==> config.mk <==
export PLATFORM = sky130hd
export DESIGN_NAME = bhp_rx_steer
export DESIGN_NICKNAME = d
export VERILOG_FILES = /design/src/rtl/bhp_pkg.sv /design/src/rtl/bhp_frame_check.sv /design/src/rtl/bhp_err_counter.sv /design/src/rtl/bhp_dest_slot.sv /design/src/rtl/bhp_rx_steer.sv
export SDC_FILE = /design/constraint.sdc
export NUM_CORES = 1
export LEC_CHECK = 0
export CORE_AREA = 2 2 141 143
export CTS_BUF_LIST = sky130_fd_sc_hd__clkbuf_8
export CTS_CLUSTER_DIAMETER = 40
export DETAILED_ROUTE_END_ITERATION = 6
export DIE_AREA = 0 0 143 145
export HOLD_SLACK_MARGIN = 0.15
export PLACE_DENSITY = 0.6
export SYNTH_ARGS = -nofsm -noshare
export SYNTH_HDL_FRONTEND = slang
export SYNTH_SLANG_ARGS = --single-unit
==> constraint.sdc <==
create_clock -name clk -period 4.4 [get_ports clk]
set_input_delay 0.88 -clock clk [delete_from_list [all_inputs] [get_ports clk]]
set_output_delay 0.88 -clock clk [all_outputs]
set_load 0.005 [all_outputs]
==> src/rtl/bhp_pkg.sv <==
// Package: shared frame and request layouts for the burst header receiver.
// Assumes a fixed 34-bit frame and a 24-bit request carrying an 8-bit stamp.
package bhp_pkg;

    localparam int FRAME_W   = 34;
    localparam int PAYLOAD_W = 18;
    localparam int TS_W      = 8;
    localparam int DEST_W    = 2;
    localparam int NUM_DEST  = 1 << DEST_W;
    localparam int REQ_W     = 1 + 2 + 4 + 4 + 5 + TS_W;
    localparam logic [7:0] SYNC_BYTE = 8'hA5;

    // Incoming frame, most significant field first.
    typedef struct packed {
        logic [7:0]        sync;
        logic [7:0]        par;
        logic [4:0]        offset;
        logic [3:0]        len;
        logic [3:0]        chan;
        logic [1:0]        grp;
        logic [DEST_W-1:0] dest;
        logic              qos;
    } hdr_t;

    // Outgoing reservation request, most significant field first.
    typedef struct packed {
        logic            qos;
        logic [1:0]      grp;
        logic [3:0]      chan;
        logic [3:0]      len;
        logic [4:0]      offset;
        logic [TS_W-1:0] ts;
    } req_t;

    // Byte-wise XOR of the payload padded with zeros to three bytes.
    function automatic logic [7:0] payload_parity(input logic [PAYLOAD_W-1:0] p);
        logic [23:0] padded;
        padded = {{(24 - PAYLOAD_W){1'b0}}, p};
        return padded[23:16] ^ padded[15:8] ^ padded[7:0];
    endfunction

endpackage

==> src/rtl/bhp_frame_check.sv <==
// Frame checker: validates the sync and parity bytes of one frame and
// builds the repacked request with the given stamp. Purely combinational.
module bhp_frame_check
    import bhp_pkg::*;
#(
    parameter logic [7:0] SYNC = SYNC_BYTE
) (
    input  logic [FRAME_W-1:0] frame,
    input  logic [TS_W-1:0]    stamp,
    output logic               sync_ok,
    output logic               par_ok,
    output logic [DEST_W-1:0]  dest,
    output logic [REQ_W-1:0]   req
);
    hdr_t h;
    req_t r;

    // Decode fields, run both checks and repack.
    always_comb begin
        h        = hdr_t'(frame);
        sync_ok  = (h.sync == SYNC);
        par_ok   = (h.par == payload_parity(frame[PAYLOAD_W-1:0]));
        dest     = h.dest;
        r.qos    = h.qos;
        r.grp    = h.grp;
        r.chan   = h.chan;
        r.len    = h.len;
        r.offset = h.offset;
        r.ts     = stamp;
        req      = REQ_W'(r);
    end
endmodule

==> src/rtl/bhp_err_counter.sv <==
// Saturating event counter; holds at all-ones and never wraps.
module bhp_err_counter #(
    parameter int W = 8
) (
    input  logic         clk,
    input  logic         rst_n,
    input  logic         inc,
    output logic [W-1:0] count
);
    // Count events until the counter is full.
    always_ff @(posedge clk) begin
        if (!rst_n)
            count <= '0;
        else if (inc && (count != {W{1'b1}}))
            count <= count + 1'b1;
    end
endmodule

==> src/rtl/bhp_dest_slot.sv <==
// One-entry output register for a single destination with valid/ready.
// It can be loaded when empty or when its content leaves in the same cycle.
module bhp_dest_slot #(
    parameter int W = 24
) (
    input  logic         clk,
    input  logic         rst_n,
    input  logic         load,
    input  logic [W-1:0] load_data,
    output logic         can_load,
    output logic         out_valid,
    input  logic         out_ready,
    output logic [W-1:0] out_data
);
    // Space exists when empty or when draining this cycle.
    always_comb can_load = !out_valid || out_ready;

    // Track occupancy.
    always_ff @(posedge clk) begin
        if (!rst_n)
            out_valid <= 1'b0;
        else if (load)
            out_valid <= 1'b1;
        else if (out_ready)
            out_valid <= 1'b0;
    end

    // Capture the request on load.
    always_ff @(posedge clk) begin
        if (!rst_n)
            out_data <= '0;
        else if (load)
            out_data <= load_data;
    end
endmodule

==> src/rtl/bhp_rx_steer.sv <==
// Top: burst header receiver. It accepts one frame per cycle at most and
// validates it. Bad frames are dropped and counted. Good frames are repacked,
// stamped with slot_cnt and steered to a per-destination output register.
// Assumes slot_cnt is synchronous to clk.
module bhp_rx_steer
    import bhp_pkg::*;
#(
    parameter int         ERR_W = 8,
    parameter logic [7:0] SYNC  = SYNC_BYTE
) (
    input  logic                      clk,
    input  logic                      rst_n,
    input  logic                      hdr_valid,
    output logic                      hdr_ready,
    input  logic [FRAME_W-1:0]        hdr_frame,
    input  logic [TS_W-1:0]           slot_cnt,
    output logic [NUM_DEST-1:0]       req_valid,
    input  logic [NUM_DEST-1:0]       req_ready,
    output logic [NUM_DEST*REQ_W-1:0] req_data,
    output logic [ERR_W-1:0]          sync_err_cnt,
    output logic [ERR_W-1:0]          par_err_cnt
);
    logic              sync_ok;
    logic              par_ok;
    logic              good;
    logic              accept;
    logic [DEST_W-1:0] dest;
    logic [REQ_W-1:0]  req;
    logic [NUM_DEST-1:0] can_load;
    logic [NUM_DEST-1:0] load;

    bhp_frame_check #(.SYNC(SYNC)) check_i (
        .frame   (hdr_frame),
        .stamp   (slot_cnt),
        .sync_ok (sync_ok),
        .par_ok  (par_ok),
        .dest    (dest),
        .req     (req)
    );

    // Bad frames are always taken; good ones wait for room at their output.
    always_comb begin
        good      = sync_ok && par_ok;
        hdr_ready = !good || can_load[dest];
        accept    = hdr_valid && hdr_ready;
    end

    // One slot per destination, loaded only by a good frame addressed to it.
    for (genvar d = 0; d < NUM_DEST; d++) begin : g_dest
        always_comb load[d] = accept && good && (dest == DEST_W'(d));

        bhp_dest_slot #(.W(REQ_W)) slot_i (
            .clk       (clk),
            .rst_n     (rst_n),
            .load      (load[d]),
            .load_data (req),
            .can_load  (can_load[d]),
            .out_valid (req_valid[d]),
            .out_ready (req_ready[d]),
            .out_data  (req_data[d*REQ_W +: REQ_W])
        );
    end

    bhp_err_counter #(.W(ERR_W)) sync_cnt_i (
        .clk   (clk),
        .rst_n (rst_n),
        .inc   (hdr_valid && !sync_ok),
        .count (sync_err_cnt)
    );

    bhp_err_counter #(.W(ERR_W)) par_cnt_i (
        .clk   (clk),
        .rst_n (rst_n),
        .inc   (hdr_valid && sync_ok && !par_ok),
        .count (par_err_cnt)
    );
endmodule

==> metrics.csv <==
stage,metric,value,unit
detailed_routing,drtAntennaViolNets,0,
floorplan,die_y,145,um
placed_design,numPortBuffers,165,
timing,setup_ws,0.7706,ns
yosys,syn_area,4748,um2
power_and_ir_drop,p_switching,0.5096,mW
clock_network,cts_tree,done,
final_layout,final_common_cell,clkdlybuf4s50_1,
floorplan,die_width,143,um
power_and_ir_drop,power.internal,1.776,mW
floorplan,ios,166,
yosys,synth.area.top_cells,"dfxtp_1, mux2i_1, nand2_1, xnor2_1, nand2b_1",
yosys,postSynthCellCount,487,
global_routing,grt_overflow,0,
clock_network,cts.clk_slew.worst_paths,0.06,ns
floorplan,fp.coreArea,19210,um2
clock_network,cts_buffer_depth,2,
yosys,synth_top_cell_area_share,48.91,%
detailed_routing,drc,0,
placed_design,pre_cts_slack,0.7144,ns
clock_network,cts_sinks,116,
setup_path,crit_family,buffers and inverters,
setup_path,crit_path_end_kind,output port,
min_path,hp-class,reg2reg,
detailed_routing,vias,3871,
power_and_ir_drop,irDropWorstVdd,190.6,uV
final_layout,n_fill_cell,1936,
timing,slew-limit-headroom,32.93,%
timing,slew_violations,0,
final_layout,multi_input_area,2281,um2
setup_path,cpMostUsedCell,clkdlybuf4s50_1,
final_layout,most-common-layout-cells,"clkdlybuf4s50_1, nand2_1, dfxtp_1, mux2i_1, clkbuf_8",
timing,post-route-min-period,3.629,ns
global_routing,grt_pass1_wl,22.22,mm
setup_path,cp_slowest_stage_delay,0.61,ns
yosys,yosysWarnings,0,
power_and_ir_drop,leakage,3.174,nW
setup_path,critPathMaxFanout,6,
final_layout,nets,704,
placed_design,place.gp.congestion,0.7471,
power_and_ir_drop,power_frac_comb,6.4,%
floorplan,num_rows,51,
yosys,seq_area_frac_synth,48.91,%
clock_network,worst_skew_pair.late_latency,0.44,ns
global_routing,grt_pass1_vias,3836,
final_layout,drive_gt1_share,7.508,%
timing,rsz0062_at_grt,false,
yosys,synthesis.nets,538,
setup_path,critical-path-slowest-cell,mux4_2,
global_routing,grt_max_degree,66,
setup_path,crit_required,3.52,ns
setup_path,critPathLaunchType,input pin,
power_and_ir_drop,power.density,319.9,nW/um2
clock_network,numCtsBuffers,17,
detailed_routing,wl_per_cell,15.21,um
final_layout,instances_no_fill,931,
final_layout,regArea,2322,um2
setup_path,arrival,2.75,ns
detailed_routing,routed_wl,14.17,mm
detailed_routing,first_pass_iters,4,
setup_path,path_buf_inv,2,
global_routing,antenna_found_initial,1,
timing,setup-tns-final,0,ns
setup_path,critPathKind,in2out,
final_layout,area_delta_synth_final,50.49,%
yosys,yosys.area.top_type,dfxtp_1,
clock_network,cts.htree.levels,4,
yosys,synthDistinctLibCells,32,
yosys,ys_ff_latch,116,
timing,fmax,275.5,MHz
power_and_ir_drop,pwr-share-seq,46.1,%
timing,worst_slew_pin_slew,1.004,ns
placed_design,dpl.hpwl,10.12,mm
outcome,status,completed,
clock_network,cts_setup_buffers,0,
clock_network,cts_hold_buffers,0,
detailed_routing,drt_iter0_markers,139,
timing,period_share,82.49,%
power_and_ir_drop,power.share.clock,47.4,%
timing,fin_skew,0.006376,ns
placed_design,placed_cells,899,
floorplan,initial_core_util,24.72,%
global_routing,gr-usage-all-layers,14.20,%
power_and_ir_drop,switching_share,22.30,%
clock_network,post_cts_resized,0,
clock_network,ctsRootBufferMaster,clkbuf_8,
flow_run,cap_viol_max_count,0,
final_layout,antenna_cells,0,
setup_path,cp_cell_sequence,clkdlybuf4s50_1 > mux4_2 > nand4_1 > clkdlybuf4s50_1,
yosys,syn_avg_cell_area,9.750,um2
floorplan,dieArea,20740,um2
detailed_routing,via_per_inst,4.158,
timing,setup_viol,0,
timing,finalHoldViolations,0,
final cells by class:
cell class / count / area share (%)
flip-flops and latches: 116 / 32.50
multi-input cells: 336 / 31.92
repair buffers: 178 / 24.62
well taps: 265 / 4.640
clock buffers: 20 / 3.852
clock inverters: 12 / 2.259
inverters: 4 / 0.2101
power groups by stage:
| stage | clock [mW] | combinational (mW) | sequential [mW] |
|---|---|---|---|
| 2_1_floorplan | 0 | 0.0684 | 1.08 |
| 3_3_place_gp | 0 | 0.150 | 1.08 |
| 3_5_place_dp | 0 | 0.150 | 1.08 |
| 4_1_cts | 1.13 | 0.151 | 1.05 |
| 5_1_grt | 1.18 | 0.161 | 1.05 |
| 6_report | 1.08 | 0.147 | 1.05 |
through the flow:
stage,utilization [%],area [um2],power [mW],hold WS (ns)
floorplan,-,4748,1.146,0.4529
global placement,34.93,6709,1.228,0.4434
detailed placement,34.93,6709,1.228,0.4505
CTS,37.20,7146,2.333,0.4621
global route,37.20,7146,2.390,0.4786
finish,37.20,7146,2.286,0.4572
path summary, 6_finish.rpt:
| check | cells past startpoint | startpoint | end | slack [ns] |
|---|---|---|---|---|
| setup / recovery | 4 | hdr_frame[2] | hdr_ready | 0.77 |
| hold / removal | 2 | g_dest[0].slot_i.out_data[5] | g_dest[0].slot_i.out_data[5] | 0.46 |
| setup reg to reg | 6 | g_dest[3].slot_i.out_valid | g_dest[1].slot_i.out_data[17] | 2.00 |
| hold reg to reg | 2 | g_dest[0].slot_i.out_data[5] | g_dest[0].slot_i.out_data[5] | 0.46 |
logic make-up (layout without fill, tap and decap cells):
| group | count (synthesis) | in the layout | synth area share [%] |
|---|---|---|---|
| adders and majority gates | 2 | 2 | 0.5269 |
| buffers and inverters | 35 | 214 | 3.399 |
| and+or+nand+nor | 189 | 189 | 18.05 |
| muxes | 106 | 106 | 22.61 |
| AOI/OAI and AO/OA | 15 | 15 | 2.082 |
| DFF | 116 | 116 | 48.91 |
| xor gates and xnor gates | 24 | 24 | 4.427 |
registers in the layout (all words and copies together), names as in the netlist:
signal / flops
g_dest.slot_i.out_data: 96
par_cnt_i.count: 8
sync_cnt_i.count: 8
g_dest.slot_i.out_valid: 4
worst register-to-register path: cells and delay by family (launching register included):
kind                   cells  cell delay [ns]
buffers and inverters      1             0.34
and+or+nand+nor            3             0.95
muxes                      2             0.67
DFF                        1             0.32
per-layer routing:
metal	vias to the layer above	GRT usage, %	wire (um)
li1	1962	-	-
met1	1788	17.56	6272
met2	101	21.94	6666
met3	20	4.950	895
met4	0	6.733	331
met5	-	0	0
cells in the mapped netlist:
master and count:
a2111oi_1 1, nand4bb_1 2, nor4_2 1, clkbuf_1 17, nor2_1 2, a21boi_1 5
nor3_1 5, nand3_1 6, dfxtp_1 116, a21oi_1 6, xor2_1 7, o221ai_1 1
buf_2 9, ha_1 2, nor2b_1 5, o21ai_0 1, nor4b_1 1, mux2i_1 105
and4_1 1, mux4_2 1, a21boi_0 1, nand2b_1 11, nand4_1 5, xnor2_1 17
nand3_2 2, or3_1 2, and2_1 6, buf_4 5, nor4_1 3, and3_1 3
nand2_1 134, inv_1 4
No activity file was read; power rests on OpenSTA's default activity.
